$ cat config.mk
export PLATFORM = sky130hd
export DESIGN_NAME = rx_frame_stats
export DESIGN_NICKNAME = d
export VERILOG_FILES = /design/src/rtl/rxs_pkg.sv /design/src/rtl/rxs_sat_cnt.sv /design/src/rtl/rxs_classify.sv /design/src/rtl/rx_frame_stats.sv
export SDC_FILE = /design/constraint.sdc
export NUM_CORES = 1
export LEC_CHECK = 0
export BUFFER_PORTS_ARGS = -buffer_cell sky130_fd_sc_hd__buf_2
export CAP_MARGIN = 20
export CELL_PAD_IN_SITES_DETAIL_PLACEMENT = 0
export CELL_PAD_IN_SITES_GLOBAL_PLACEMENT = 1
export CORE_MARGIN = 5
export CORE_UTILIZATION = 43
export CTS_CLUSTER_DIAMETER = 60
export CTS_CLUSTER_SIZE = 24
export DETAILED_ROUTE_END_ITERATION = 12
export PLACE_DENSITY = 0.86
export SYNTH_ARGS = -nofsm -noshare
export SYNTH_HDL_FRONTEND = slang
export SYNTH_SLANG_ARGS = --single-unit
export TNS_END_PERCENT = 10
$ cat constraint.sdc
create_clock -name clk -period 3.9 [get_ports clk]
set_clock_uncertainty 0.15 [all_clocks]
set_input_delay 0.585 -clock clk [delete_from_list [all_inputs] [get_ports clk]]
set_output_delay 0.585 -clock clk [all_outputs]
set_load 0.05 [all_outputs]
$ cat src/rtl/rxs_pkg.sv
package rxs_pkg;
   localparam int NUM_BINS = 6;
   localparam int NUM_REGS = 13;
   localparam int ADDR_W   = $clog2(NUM_REGS);

   typedef enum logic [ADDR_W-1:0] {
      A_BIN64   = 4'd0,
      A_BIN127  = 4'd1,
      A_BIN255  = 4'd2,
      A_BIN511  = 4'd3,
      A_BIN1023 = 4'd4,
      A_BINMAX  = 4'd5,
      A_TOTAL   = 4'd6,
      A_GOOD    = 4'd7,
      A_OCT_LO  = 4'd8,
      A_OCT_HI  = 4'd9,
      A_GOCT_LO = 4'd10,
      A_GOCT_HI = 4'd11,
      A_OVERSZ  = 4'd12
   } reg_addr_e;

   // Lowest length (with check sequence) that falls into bin b.
   function automatic int bin_floor(input int b);
      case (b)
         0:       return 64;
         1:       return 65;
         2:       return 128;
         3:       return 256;
         4:       return 512;
         default: return 1024;
      endcase
   endfunction
endpackage

$ cat src/rtl/rxs_sat_cnt.sv
module rxs_sat_cnt #(
   parameter int W     = 32,
   parameter int AMT_W = 1
) (
   input  logic             clk,
   input  logic             rst_n,
   input  logic             inc,
   input  logic [AMT_W-1:0] amt,
   output logic [W-1:0]     q
);
   logic [W-1:0] q_nxt;

   if (AMT_W > W + 1) begin : g_bad_amt
      $error("rxs_sat_cnt: AMT_W too wide for W");
   end

   if (AMT_W == 1) begin : g_unit
      // Increment-by-one variant: compare against all-ones, no carry chain reuse.
      always_comb begin
         q_nxt = q;
         if (inc && amt[0] && (q != {W{1'b1}})) q_nxt = q + 1'b1;
      end
   end else begin : g_add
      logic [W:0] sum;
      always_comb begin
         sum   = {1'b0, q} + (W+1)'(amt);
         q_nxt = q;
         if (inc) q_nxt = sum[W] ? {W{1'b1}} : sum[W-1:0];
      end
   end

   always_ff @(posedge clk) begin
      if (!rst_n) q <= '0;
      else        q <= q_nxt;
   end
endmodule

$ cat src/rtl/rxs_classify.sv
module rxs_classify
   import rxs_pkg::*;
#(
   parameter int LEN_W    = 16,
   parameter int STD_MAX  = 1522,
   parameter int LONG_MAX = 16384
) (
   input  logic [LEN_W-1:0]    len_fcs,
   input  logic                long_en,
   input  logic                keep_bad,
   output logic [NUM_BINS-1:0] bin_hit,
   output logic                oversize
);
   localparam logic [LEN_W-1:0] STD_L  = LEN_W'(STD_MAX);
   localparam logic [LEN_W-1:0] LONG_L = LEN_W'(LONG_MAX);

   if ((1 << LEN_W) <= LONG_MAX) begin : g_bad_len
      $error("rxs_classify: LEN_W cannot hold LONG_MAX");
   end

   for (genvar b = 0; b < NUM_BINS; b++) begin : g_bin
      localparam logic [LEN_W-1:0] LO = LEN_W'(bin_floor(b));
      if (b == 0) begin : g_exact
         assign bin_hit[b] = (len_fcs == LO);
      end else if (b == NUM_BINS - 1) begin : g_top
         assign bin_hit[b] = (len_fcs >= LO);
      end else begin : g_mid
         localparam logic [LEN_W-1:0] HI = LEN_W'(bin_floor(b + 1));
         assign bin_hit[b] = (len_fcs >= LO) && (len_fcs < HI);
      end
   end

   assign oversize = !keep_bad &&
                     ((len_fcs > LONG_L) || (!long_en && (len_fcs > STD_L)));
endmodule

$ cat src/rtl/rx_frame_stats.sv
module rx_frame_stats
   import rxs_pkg::*;
#(
   parameter int LEN_W    = 16,
   parameter int CNT_W    = 32,
   parameter int OCT_W    = 64,
   parameter int RD_W     = 32,
   parameter int STD_MAX  = 1522,
   parameter int LONG_MAX = 16384
) (
   input  logic              clk,
   input  logic              rst_n,
   input  logic              evt_valid,
   input  logic [LEN_W-1:0]  evt_len_fcs,
   input  logic [LEN_W-1:0]  evt_len_data,
   input  logic              ctl_long_en,
   input  logic              ctl_keep_bad,
   output logic              evt_drop,
   input  logic [ADDR_W-1:0] rd_addr,
   output logic [RD_W-1:0]   rd_data
);
   localparam int OCT_AMT_W = LEN_W + 1;
   localparam int RD2_W     = 2 * RD_W;

   if (CNT_W > RD_W) begin : g_bad_cnt
      $error("rx_frame_stats: CNT_W wider than RD_W");
   end
   if (OCT_W > RD2_W || OCT_W < OCT_AMT_W) begin : g_bad_oct
      $error("rx_frame_stats: OCT_W out of range");
   end

   logic [NUM_BINS-1:0]  bin_hit;
   logic                 oversize;
   logic                 count_en;
   logic [OCT_AMT_W-1:0] oct_amt;
   logic [CNT_W-1:0]     bin_q [NUM_BINS];
   logic [CNT_W-1:0]     total_q;
   logic [CNT_W-1:0]     ovr_q;
   logic [OCT_W-1:0]     oct_q;
   logic [RD2_W-1:0]     oct_ext;

   rxs_classify #(
      .LEN_W   (LEN_W),
      .STD_MAX (STD_MAX),
      .LONG_MAX(LONG_MAX)
   ) u_classify (
      .len_fcs (evt_len_fcs),
      .long_en (ctl_long_en),
      .keep_bad(ctl_keep_bad),
      .bin_hit (bin_hit),
      .oversize(oversize)
   );

   assign evt_drop = evt_valid && oversize;
   assign count_en = evt_valid && !oversize;
   assign oct_amt  = {1'b0, evt_len_data} + OCT_AMT_W'(4);

   for (genvar b = 0; b < NUM_BINS; b++) begin : g_bin_cnt
      rxs_sat_cnt #(.W(CNT_W), .AMT_W(1)) u_cnt (
         .clk  (clk),
         .rst_n(rst_n),
         .inc  (count_en && bin_hit[b]),
         .amt  (1'b1),
         .q    (bin_q[b])
      );
   end

   rxs_sat_cnt #(.W(CNT_W), .AMT_W(1)) u_total (
      .clk(clk), .rst_n(rst_n), .inc(count_en), .amt(1'b1), .q(total_q)
   );

   rxs_sat_cnt #(.W(CNT_W), .AMT_W(1)) u_oversz (
      .clk(clk), .rst_n(rst_n), .inc(evt_drop), .amt(1'b1), .q(ovr_q)
   );

   rxs_sat_cnt #(.W(OCT_W), .AMT_W(OCT_AMT_W)) u_octets (
      .clk(clk), .rst_n(rst_n), .inc(count_en), .amt(oct_amt), .q(oct_q)
   );

   assign oct_ext = RD2_W'(oct_q);

   always_comb begin
      rd_data = '0;
      for (int b = 0; b < NUM_BINS; b++) begin
         if (rd_addr == ADDR_W'(b)) rd_data = RD_W'(bin_q[b]);
      end
      case (rd_addr)
         A_TOTAL,   A_GOOD:    rd_data = RD_W'(total_q);
         A_OCT_LO,  A_GOCT_LO: rd_data = oct_ext[RD_W-1:0];
         A_OCT_HI,  A_GOCT_HI: rd_data = oct_ext[RD2_W-1:RD_W];
         A_OVERSZ:             rd_data = RD_W'(ovr_q);
         default: ;
      endcase
   end
endmodule

; ---- Word-level counts from Yosys, hierarchy flattened
; Index checks and enable logic that the tools add are counted.
[classes]
n_mux = 8
eq_ne = 21
n_reduce_logical = 30
n_addsub = 10
magnitude_cmp = 11
[ops]
columns = op, n
row1 = $add 32x1->32 const B, 8
row2 = $ne 32x32->1 const B, 8
row3 = $mux 32, 6
row4 = $pmux 32 s4, 1
row5 = $add 64x17->65, 1
row6 = $mux 64, 1
row7 = $logic_and 1x1->1, 22
row8 = $eq 4x4->1 const B, 5
row9 = $add 16x3->17 const B, 1
row10 = $eq 16x7->1 const B, 1
row11 = $eq 4x3->1 const B, 4
row12 = $ge 16x10->1 const B, 1
row13 = $ge 16x11->1 const B, 1
row14 = $ge 16x7->1 const B, 1
row15 = $ge 16x8->1 const B, 1
row16 = $ge 16x9->1 const B, 1
row17 = $gt 16x11->1 const B, 1
row18 = $gt 16x15->1 const B, 1
row19 = $lt 16x10->1 const B, 1
row20 = $lt 16x11->1 const B, 1
row21 = $lt 16x8->1 const B, 1
row22 = $lt 16x9->1 const B, 1
row23 = $eq 4x2->1 const B, 2
row24 = $reduce_or 2->1, 3
row25 = other kinds (4), 6
[totals]
inputBits = 41
ff_bits = 320

; ---- Depth between registers and ports, before layout
; Gate-level depths: netlist of run 1.
[depth]
ltp_word = 8
mapped_depth = 13
ltp_nobuf = 11

; ---- Hierarchy
; Synthesis of run 1 repeated with hierarchy kept, for this count alone.
[hier_totals]
hier_cells = 2447
hier_area_um2 = 20228.2
[modules_own_cells]
columns = mod, area_each_um2, cells_per_inst, n_inst
row1 = rxs_sat_cnt at g_bin_cnt[0].u_cnt ..., 1659.1, 195, 8
row2 = rxs_sat_cnt at u_octets, 4026.4, 487, 1
row3 = rx_frame_stats, 2747.6, 372, 1
row4 = rxs_classify, 181.4, 28, 1

; ---- Worst setup path after synthesis of run 1
; No wires, ideal clock.
[synth_timing]
path_type = in2reg
start = in evt_len_data[1]
end = reg u_octets.q[35]
required_time_ns = 3.635
n_path_buf = 1
t_arrival_ns = 3.473
path_stages = 11
setup_slack_ns = 0.162
cell_sequence = ha_1 ha_1 fa_1 a21oi_1 o21ai_0 a221o_1 a311oi_1 o21ai_0 clkbuf_1 and3_1 a2111oi_0
[synth_via]
elab_chain_len = 3
[synth_rtl]
columns = item, line
row1 = "start, declared", rx_frame_stats.sv:15  ; input logic [LEN_W-1:0] evt_len_data,
row2 = $add 16x3->17, rx_frame_stats.sv:56  ; assign oct_amt = {1'b0, evt_len_data} + OCT_AMT_W'(4);
row3 = $add 64x17->65, rxs_sat_cnt.sv:26  ; sum = {1'b0, q} + (W+1)'(amt);
row4 = $mux 64, rxs_sat_cnt.sv:28  ; if (inc) q_nxt = sum[W] ? {W{1'b1}} : sum[W-1:0];
row5 = "end signal, assigned", rxs_sat_cnt.sv:34  ; else q <= q_nxt;
row6 = "end, declared", rxs_sat_cnt.sv:9  ; output logic [W-1:0] q
; Every way passes these cells.
; A chain may end at the register's enable or synchronous reset.

; ---- Final worst setup path of run 1
[layout_timing]
start = in rd_addr[0]
end = out rd_data[27]
[layout_via]
elab_chain_len = 8
elab_cells_between_ends = 23
classes_between = 12 x eq/ne / 7 x mux / 4 x reduce/logical
[layout_rtl]
columns = item, line
row1 = "start, declared", rx_frame_stats.sv:19  ; input logic [ADDR_W-1:0] rd_addr,
row2 = $logic_not 4->1, rx_frame_stats.sv:85  ; if (rd_addr == ADDR_W'(b)) rd_data = RD_W'(bin_q[b]);
row3 = $mux 32 (6 in a row), rx_frame_stats.sv:85
row4 = $pmux 32 s4 *, rx_frame_stats.sv:87  ; case (rd_addr)
row5 = "end, declared", rx_frame_stats.sv:20  ; output logic [RD_W-1:0] rd_data
; Mark *: on every way between the ends. The rest lies on a longest branch, timed or not.

==> results of run 1 <==
-- report_power, final --
part / switching [mW] / internal, mW
combinational: 0.545 / 0.246
clock: 1.52 / 1.97
sequential: 0.0375 / 3.29
-- critical path, delay by kind of cell --
| kind | cells | cell delay, ns |
|---|---|---|
| buffers and inverters | 6 | 1.51 |
| AOI/OAI and AO/OA | 4 | 0.93 |
-- layer usage --
layer	track usage	vias up	part of all wire	wire (µm)
met4	0.0950	2	0.039	2500
met5	0	-	0.00013	8
met1	0.368	8988	0.44	27600
met2	0.387	858	0.43	27500
met3	0.0398	147	0.089	5630
li1	-	8748	-	-
-- sequential cells by signal, indices dropped and copies added (netlist names) --
| signal | cells |
|---|---|
| u_oversz.q | 32 |
| g_bin_cnt.u_cnt.q | 192 |
| u_octets.q | 64 |
| u_total.q | 32 |
-- worst max-delay path by stage --
stage | from | endpoint | slack, ns | depth (start not counted)
after floorplan | evt_len_data[1] | u_octets.q[35] | 0.16 | 11
after global placement | evt_len_data[1] | u_octets.q[35] | 0.06 | 11
after detailed placement | evt_len_data[1] | u_octets.q[35] | -0.09 | 11
after CTS | rd_addr[0] | rd_data[27] | 0.15 | 10
after global routing | u_octets.q[1] | u_octets.q[35] | 0.11 | 10
final | rd_addr[0] | rd_data[27] | 0.1 | 10
-- Yosys cell counts, drive strengths merged (5+ instances only) --
master     n
dfxtp    320
nor2     253
nand2    185
clkbuf   136
a21oi    122
nand3    120
xnor2    118
nand4    109
o21ai     88
xor2      85
nor3      68
a22oi     64
and3      64
nor4      63
mux2i     55
a31oi     49
and2      48
inv       44
or3       41
ha        40
a211oi    32
and4      29
or4       28
nand2b    27
a311oi    17
a221oi    16
a21o      13
o31ai     13
o211ai    10
a2111oi    7
a222oi     7
a31o       7
a22o       6
buf        5
nor2b      5
nor4b      5
o211a      5
-- cells by family (layout without fill, tap and decap cells) --
logic type | after synthesis | count (layout)
and+or+nand+nor | 1062 | 1062
AOI/OAI and AO/OA | 482 | 482
DFF | 320 | 320
xor gates and xnor gates | 203 | 203
buffers and inverters | 186 | 256
muxes | 55 | 55
adders and majority gates | 41 | 41
-- repair_timing --
action,4_1_cts,5_1_grt
endpoints found under the setup margin,0,1
hold buffers,0,0
endpoints found under the hold margin,0,0
gates resized for setup,0,1
-- area by class of cell --
cell class / count / area share
inverters: 45 / 0.00837
clock inverters: 20 / 0.0115
flip-flops and latches: 320 / 0.304
well taps: 585 / 0.0347
repair buffers: 150 / 0.0496
multi-input cells: 1843 / 0.547
clock buffers: 41 / 0.0446
-- per-stage QoR --
step / hold slack (ns) / cell area, µm² / std cells / setup slack, ns / power (mW)
after detailed placement: 0.326 / 19900 / 2943 / -0.0922 / 4.18
after CTS: 0.321 / 21100 / 3004 / 0.150 / 7.64
final: 0.328 / 21100 / 3004 / 0.0974 / 7.61
after global placement: 0.318 / 19900 / 2943 / 0.0577 / 4.17
after floorplan: 0.298 / 18600 / 2349 / 0.162 / 3.89
after global routing: 0.333 / 21100 / 3004 / 0.115 / 7.83
==> results.txt, run 1 <==
- Result of the run: finished clean
* Dpl hpwl: 46300 µm
* Nature of the critical path startpoint: input port
- Clock net sink count: 320
- Walking the worst path, the cells encountered are buf_2, buf_4, buf_4, o21ai_0, a21o_1, buf_12, a2111oi_0, buf_4, a31oi_1, buf_2.
- In this run the vertical extent of the chip is between 200 and 250 µm.
- For this run the aggregate overflow at the end of global routing stands at 0.
* Synth top area cells: dfxtp_1 (34%), xnor2_1 (5.6%), nor2_1 (5.1%)
- After clock tree synthesis, the clock-pin slew on the worst setup and hold paths is roughly 0.050 ns.
- Most frequent cells in the layout: dfxtp_1 (320), nor2_1 (251), nand2_1 (185)
- Skew-Pair Late Insertion Delay: around 0.54 ns
- The core region is 43000 µm².
* Global-route wire length before repair: 98100 µm
- Worst r2r src: u_octets.q[14]
* Chip Width: about 220 µm
* Cell at the root of the clock tree: clkbuf_16
* Synth Warn #: 0
* Dominant cell type by area after synthesis: dfxtp_1
- After detailed routing, the average wire length per cell comes to 21.0 µm.
* Area share of xor/xnor cells in the synthesized design: 0.0956
* GRT Overall Usage: 0.256
* FF+latch count, synth: 320
* Worst rel slew slack: 0.391
- Setup violations remaining at the end of the flow were counted as 0.
* Worst Setup End Kind: output pin
- Largest net degree at the start of global routing: 115
* Number of levels in the clock H-tree: 2
- In this run, synthesis inferred 0 flip-flops with an integrated enable.
- Count of cell types in the netlist: 63
- Measured on the finished design, the core utilization comes to 0.490.
- For hold timing, the worst endpoint is u_octets.q[0].
- Cell depth of the worst min-delay path: 3
* Die area: 47500 µm²
- Highest net fanout along the worst path: 52
- Number of buffers created by CTS: 34
- Setup repair after global routing missed its margin: false
* Count of buffers from port buffering: 73
* Highest Clock Rate: roughly 260 MHz
- Final Critical Period: between 3 and 4 ns
- Adder and majority cell fraction of the synthesized area: 0.0280
- The share of the synthesized area in compound gates (AO/OA/AOI/OAI) was 0.170.
* Synth-to-layout area growth: 13.3%
- Counting cells, the worst reg-to-reg path comes to 10.
* Total detailed-routing wirelength: 63200 µm
- Nets@finish: about 2500
- In this run the register-to-register setup slack is between 0.3 and 0.4 ns.
* Sequential cell area fraction in the yosys report: 0.344
* Starting Density: 0.433
- Counting the fill cells in the layout gives about 4200.
* Slowest stage cell on the critical path: a2111oi_0
- Main flop type after synthesis: dfxtp_1
- The min-delay analysis places its worst path in the category input port to flop.
- Setup Buffers After CTS: 0
- Final critical-path share of the clock period: 0.975
- Most common cell on crit path: buf_4
- For the final routed database, the setup TNS stands at 0 ns.
- Number of hold violations in the final report: 0
* Leakage power figure: between 7 and 8 nW
* Simple-Gate Fraction of Synth Area: 0.294
- Via count of the first global-routing pass: approximately 17000
- Data arrival time at the worst-slack endpoint: ~3.1 ns
* Worst IR drop on VDD: approximately 0.00024 V
* Number of inserted diodes: 0
- A synthesized cell averages 7.92 µm².
* Routed vias: 18700
* Ratio of routed vias to standard cells: between 6 and 7
* Maximum clock insertion buffer count: 3
* Drt first-iter violations: ~2300
* I/O pin count: 74
* Cell count after synthesis: ~2300
- The final count of pins violating max slew was 0.
* Critical path type: input port to output pin
- By area, the combinational part of the netlist is dominated by simple AND/OR/NAND/NOR gates.
- Area of the mapped netlist: about 19000 µm²
- Mux cell area share after synthesis: 0.0296
- FFs w/ async S/R, synth: 0
- Pwr/cell area: 361 nW/µm²
- The startpoint identified for the worst hold timing path is evt_len_data[0].
- Initial antenna violation count: 3
* Commonest non-fill, non-tap cell in the layout: dfxtp_1
* Area share of the leading cell type in the synthesized netlist: 0.344
- Critical path required time: 3.16 ns
* Largest incremental delay on the critical path: 0.50 ns
- Fraction of layout instances using a drive strength above 1: 0.0971
- For the pin with the worst max-slew slack, the measured transition is just over 0.9 ns.
- The floorplan has 76 rows.
* Syn Nets: roughly 2400
* DRC violation count after routing: 0
- Max_cap viols: 0
- In this run the remaining antenna-violating nets after routing total 0.
* Final Wtd Congestion: about 0.94
* Reg-to-Reg End: u_octets.q[45]
* Count of TritonRoute iterations in the first routing pass: 6
* Multi-input gate area in the final layout: 11500 µm²
- Storage cell area: 6410 µm²
* Clock tree from TritonCTS: yes
Power figures use the tool's default switching activity.
==> run 2, diff against run 1 <==
--- a/config.mk
+++ b/config.mk
@@ -15,6 +15,7 @@
 export CTS_CLUSTER_SIZE = 24
 export DETAILED_ROUTE_END_ITERATION = 12
 export PLACE_DENSITY = 0.86
+export SETUP_SLACK_MARGIN = 0.3
 export SYNTH_ARGS = -nofsm -noshare
 export SYNTH_HDL_FRONTEND = slang
 export SYNTH_SLANG_ARGS = --single-unit
==> results.txt, run 2 (synthesized netlist as in run 1, its figures left out) <==
- The area used by sequential logic in the layout was 6410 µm² (about the same).
- Multi-input gate area in the final layout: 11600 µm² (+0.17%)
- Synth-to-layout area growth: 13.9%
* Max Transition Viols Final: 0 (unchanged)
* Data arrival time at the worst-slack endpoint: 2.96 ns (-0.11 ns)
- Final setup violation count: 0 (unchanged)
- The per-cell routed wire length was 21.3 µm (+1.3%).
- The worst-path maximum fanout came to 21 (-60%).
- The hold buffer count at CTS was 0 (unchanged).
- GRT overflow: 0 (unchanged)
- Number of inserted diodes: 0 (unchanged)
- The total number of clock tree sinks came to 320 (unchanged).
- The initial antenna violation count was 5 (+2).
- The biggest cell delay along the critical path was 0.39 ns (-0.11 ns).
* Count of TritonRoute iterations in the first routing pass: 5 (-1)
* Cell at the root of the clock tree: clkbuf_16
- The share of post-route cells with drive strength above 1 is 0.103 (+0.00606).
- The floorplan die height was 218 µm (unchanged).
* Min-Delay Path Class: input port to flop
- The combined global-route utilization of all metal layers came to 0.259 (+0.00386).
* DRC violation count after routing: 0 (unchanged)
* I/O pin count: 74 (unchanged)
- The worst IR drop on VDD is 0.000266 V (+8.9%).
- Final Critical Period: 3.70 ns (-0.106 ns)
- The pin count of the biggest net entering global routing was 104 (-9.6%).
- The flip-flop count of the largest register after layout was 192 (unchanged).
- Leaving out fill and tap cells, the most frequent cell in the layout is dfxtp_1.
- The weighted congestion reported at the end of routability-driven placement was 0.945 (+0.88%).
- Drt first-iter violations: 2039 (-11%)
* Leakage power figure: 7.24 nW (+1.1%)
- The summed area of non-filler cells in the final layout was 21200 µm² (+0.56%).
* Count of filler cells inserted in the layout: 4215 (+0.91%)
* Result of the run: finished clean
- Pin slew with the least headroom to its limit: 1.10 ns (+0.188 ns)
- The die boundary width was 218 µm (unchanged).
- The deepest clock path buffer count came to 3 (unchanged).
* Instance count after placement with tap cells included: 2953 (+0.34%)
- The post-route fraction of the period consumed by the critical path is 0.948 (-0.0273).
- Placed cell areas: 20000 µm² (+0.33%)
- Traced cell by cell, the critical path runs through buf_2, buf_12, mux2i_1, nor2_1, buf_4, a221oi_1, a21oi_1, a211oi_1, buf_4, a31oi_1, buf_2.
- The clock-pin slew of the registers on the worst-case setup and hold paths came to 0.06 ns (about the same).
- The largest individual stage delay along the critical path comes from the cell a221oi_1.
* Skew-Pair Late Insertion Delay: 0.56 ns (+0.02 ns)
* Dpl hpwl: 47600 µm (+2.7%)
- Worst Setup End Kind: output pin
- The top cell types in the final layout, fill and taps aside, are dfxtp_1 (319), nor2_1 (251), nand2_1 (185).
- The effective utilization at floorplan is 0.433 (unchanged).
- Die area: 47500 µm² (unchanged)
- The layer flagged by global routing as most heavily used is met2.
- Count of buffers from port buffering: 73 (unchanged)
- Nature of the critical path startpoint: input port
- The top achievable clock speed is 271 MHz (+2.9%).
- Max_cap viols: 0 (unchanged)
- The routing usage on met2 came to 0.377 (-0.00997).
- The via count of the first global-routing pass is 17000 (-1.2%).
* Global-route wire length before repair: 98400 µm (+0.27%)
- Ratio of routed vias to standard cells: 6.19 (-0.78%)
- Largest registers ranked by flip-flop count: g_bin_cnt.u_cnt.q x192, u_octets.q x64
- Critical path required time: 3.16 ns (about the same)
- The count of nets after finishing came to 2488 (+0.48%).
- Number of hold violations in the final report: 0 (unchanged)
- Pwr/cell area: 360 nW/µm² (-0.24%)
- Post-Route Setup TNS: 0 ns (unchanged)
- Antenna-violating nets left: 0 (unchanged)
- Global-route met3 utilization: 0.0672 (+0.0273)
* Total detailed-routing wirelength: 64300 µm (+1.8%)
- Number of levels in the clock H-tree: 2 (unchanged)
* Worst rel slew slack: 0.267 (-0.124)
- Setup repair after global routing could not meet its margin everywhere.
* Routed vias: 18700 (-0.35%)
- The final cell count without fillers is 3017 (+0.43%).
* Core area: 43000 µm² (unchanged)
- Clock tree from TritonCTS: yes
* Number of buffers created by CTS: 35 (+2.9%)
* Fraction of met1 tracks used by global routing: 0.364 (-0.00341)
- Register containing the most flip-flops in the final layout: g_bin_cnt.u_cnt.q
- Critical path type: input port to output pin
- The end-of-flow core utilization is 0.493 (+0.00274).
* Std cell rows: 76 (unchanged)
## run 2: timing repair
action,4_1_cts,5_1_grt
gates resized for setup,1,4
setup buffers,0,0
setup endpoints to repair,2,28
pin swaps,0,1
gates cloned,0,0
## run 2: critical path: cells and delay by family
family                 cells  cell delay [ns]
buffers and inverters      5             1.07
and+or+nand+nor            1             0.09
muxes                      1             0.29
AOI/OAI and AO/OA          4             0.90
## run 2: final timing paths
kind / endpoint / cells after the start / slack (ns) / startpoint
max: rd_data[16] / 11 / 0.20 / rd_addr[0]
min: u_octets.q[0] / 3 / 0.29 / evt_len_data[0]
max reg2reg: u_octets.q[35] / 10 / 0.42 / u_octets.q[1]
min reg2reg: g_bin_cnt[0].u_cnt.q[7] / 2 / 0.33 / g_bin_cnt[0].u_cnt.q[7]
## run 2: metal layers
layer / vias up / wire length, µm
met5: - / 56
met4: 10 / 3100
met3: 166 / 6070
met2: 784 / 27100
met1: 8916 / 28000
li1: 8802 / -
## run 2: power by group
group / total, mW / switching [mW] / internal, mW / leakage (nW)
clock network: 3.52 / 1.62 / 1.90 / 0.593
registers: 3.32 / 0.0326 / 3.29 / 2.58
logic: 0.788 / 0.543 / 0.245 / 4.07
## run 2: area by class of cell
cell class              instances  share of cell area
flip-flops and latches        320               0.302
well taps                     585              0.0345
multi-input cells            1843               0.545
repair buffers                161              0.0527
clock inverters                24              0.0126
inverters                      45             0.00832
clock buffers                  39              0.0445
## run 2: per-stage QoR
step	total power, mW	hold WS, ns	setup WS, ns
floorplan	3.89	0.298	0.324
global placement	4.16	0.321	0.115
detailed placement	4.17	0.321	0.0784
CTS	7.67	0.281	0.264
global route	7.87	0.305	0.238
finish	7.63	0.293	0.204
==> run 3, diff against run 2 <==
--- a/config.mk
+++ b/config.mk
@@ -9,6 +9,7 @@
 export CAP_MARGIN = 20
 export CELL_PAD_IN_SITES_DETAIL_PLACEMENT = 0
 export CELL_PAD_IN_SITES_GLOBAL_PLACEMENT = 1
+export CORE_ASPECT_RATIO = 0.5
 export CORE_MARGIN = 5
 export CORE_UTILIZATION = 43
 export CTS_CLUSTER_DIAMETER = 60
==> results.txt, run 3 (synthesized netlist as in run 1, its figures left out) <==
- Result of the run: finished clean
- Min-Delay Path Class: input port to flop
* Nets@finish: 2464 (-0.96%)
* Highest Clock Rate: 279 MHz (+3.2%)
- The part of the total power dissipated in sequential elements is 0.497 (+0.062).
* Final design area excluding fillers: 20700 µm² (-2.2%)
- Maximum clock insertion buffer count: 3 (unchanged)
* Worst hold start: evt_len_data[0]
- Highest net fanout along the worst path: 32 (+52%)
- Final Core Density: 0.489 (-0.00413)
- Count of buffers from port buffering: 73 (unchanged)
- Internal Dissipation: 4.76 mW (-12%)
- Pin slew with the least headroom to its limit: 1.08 ns (-0.0188 ns)
- The cell sitting at the root of the clock tree is a clkbuf_16.
* Number of hold violations in the final report: 0 (unchanged)
* Power share of the clock group: 0.387 (-0.074)
- The total half-perimeter wirelength after legalization and detailed placement came to 45400 µm (-4.7%).
* Global-route wire length before repair: 94900 µm (-3.6%)
* Core area: 42400 µm² (-1.4%)
- Data arrival time at the worst-slack endpoint: 2.85 ns (-0.11 ns)
* Die Y: 157 µm (-28%)
- Routed vias: 18300 (-2.2%)
- Setup repair after global routing could not meet its margin everywhere.
- The number of maximum-capacitance constraint violations is 0 (unchanged).
- Placed cell areas: 19900 µm² (-0.16%)
* Count of TritonRoute iterations in the first routing pass: 9 (+4)
- The die boundary width was 304 µm (+40%).
* Clock-pin slew reported for the worst setup and hold paths after clock tree synthesis: 0.09 ns (+0.03 ns)
* Place WS: 0.0606 ns (-0.0178 ns)
- Largest registers ranked by flip-flop count: g_bin_cnt.u_cnt.q x192, u_octets.q x64
- Leakage power figure: 6.99 nW (-3.5%)
* Starting Density: 0.439 (+0.00620)
- The final count of negative-setup-slack endpoints is 0 (unchanged).
- Power consumption: 6.70 mW (-12%)
- The wire length after detailed routing came to 61600 µm (-4.2%).
- The post-route fraction of the period consumed by the critical path came to 0.918 (-0.0294).
* Worst rel slew slack: 0.282 (+0.0149)
- Register containing the most flip-flops in the final layout: g_bin_cnt.u_cnt.q
- Max Transition Viols Final: 0 (unchanged)
- The via count of the first global-routing pass was 16300 (-4.1%).
* Pwr/cell area: 324 nW/µm² (-10%)
- The time the final worst path needs with I/O delays and setup is 3.58 ns (-0.115 ns).
- Switching power total: 1.94 mW (-12%)
- Synth-to-layout area growth: 11.4%
- The share of post-route cells with drive strength above 1 came to 0.0909 (-0.0123).
- Antenna-violating nets left: 0 (unchanged)
- STA classifies the critical path endpoint as an output pin.
- Commonest non-fill, non-tap cell in the layout: dfxtp_1
- The switching part of the total is 0.290 (+0.00180).
- In this run the critical register-to-register path is launched from u_octets.q[14].
- The initial antenna violation count came to 1 (-4).
* Comb power frac: 0.116 (+0.013)
- The combined global-route utilization of all metal layers came to 0.245 (-0.0142).
- Setup slack of the critical path after layout: 0.318 ns (+0.115 ns)
- The hold buffer count at CTS is 0 (unchanged).
- Number of levels in the clock H-tree: 1 (-1)
- Largest net degree at the start of global routing: 174 (+67%)
- Number of buffers created by CTS: 22 (-37%)
- Std cell rows: 53 (-30%)
* Drt first-iter violations: 2107 (+3.3%)
- Count of filler cells inserted in the layout: 4162 (-1.3%)
- Number of cells in the finished layout apart from fillers: 2975 (-1.4%)
- Average routed wire per standard cell: 20.7 µm (-2.9%)
- Leaving out fill and tap cells, the most frequent cells in the layout are dfxtp_1 (320), nor2_1 (251), nand2_1 (185).
- The worst slack on hold paths is 0.270 ns (-0.0228 ns).
* I/O pin count: 74 (unchanged)
- The detailed-route vias per instance was 6.14 (-0.82%).
- The worst IR drop on VDD is 0.000240 V (-9.7%).
- Critical Path Source: rd_addr[1]
* Post-Route Setup TNS: 0 ns (unchanged)
- The flip-flop count of the largest register after layout came to 192 (unchanged).
- The data required time at the worst endpoint is 3.16 ns (about the same).
- Setup Buffers After CTS: 0 (unchanged)
- Clock tree from TritonCTS: yes
* Clock net sink count: 320 (unchanged)
- The worst setup path is launched from an input port.
* Instance count after placement with tap cells included: 2935 (-0.61%)
- Critical path type: input port to output pin
* Final Wtd Congestion: 0.982 (+3.9%)
- The area enclosed by the die boundary was 47800 µm² (+0.53%).
* Skew-Pair Late Insertion Delay: 0.56 ns (about the same)
- DRC violation count after routing: 0 (unchanged)
* GRT overflow: 0 (unchanged)
## run 3: changes by cell type in the layout (fill, tap and decap cells not counted), moves of 2 or more
cell / delta
buf_12: +4
clkinv_2: -3
inv_12: +2
buf_4: -13
inv_6: -4
inv_8: -2
a2111oi_0: -2
clkbuf_16: -14
clkinvlp_4: +2
a2111oi_1: +2
clkinv_4: -3
clkinv_8: -3
## run 3: worst paths after layout
kind	endpoint	slack [ns]	cells past startpoint
worst max-delay path	rd_data[9]	0.32	10
worst min-delay path	u_octets.q[0]	0.27	3
worst max register to register	u_octets.q[57]	0.45	10
worst min register to register	u_oversz.q[31]	0.33	2
## run 3: power by group through the flow
stage,clock (mW),combinational [mW],sequential (mW)
detailed placement,0,0.765,3.40
global route,2.74,0.836,3.33
CTS,2.63,0.769,3.33
finish,2.59,0.780,3.33
floorplan,0,0.507,3.38
global placement,0,0.761,3.40
## run 3: per-layer routing
| metal | up-vias | GRT usage | routed length, µm |
|---|---|---|---|
| li1 | 8723 | - | - |
| met1 | 8716 | 0.342 | 27400 |
| met2 | 705 | 0.393 | 27400 |
| met3 | 123 | 0.0346 | 4610 |
| met4 | 0 | 0.0865 | 2240 |
| met5 | - | 0 | 0 |
## run 3: repair_timing
item | CTS | global route
pin swaps | 0 | 2
setup endpoints to repair | 4 | 28
resized for setup | 1 | 8
## run 3: final cells by class
cell class,instances,area [µm²],share of cell area
clock inverter,13,166,0.00803
clock buffer,26,597,0.0288
antenna,1,2.50,0.000121
multi-input combinational,1843,11600,0.558
timing repair buffer,150,1090,0.0524
inverter,45,176,0.00852
sequential,320,6410,0.309
tap,577,722,0.0348
## run 3: worst max-delay path, cell delays in order
cell,delay [ns]
buf_2,0.14
inv_1,0.09
or3_1,0.41
buf_12,0.19
nor2_1,0.19
a221oi_1,0.09
a21oi_1,0.26
a211oi_1,0.13
a31oi_1,0.39
buf_2,0.35
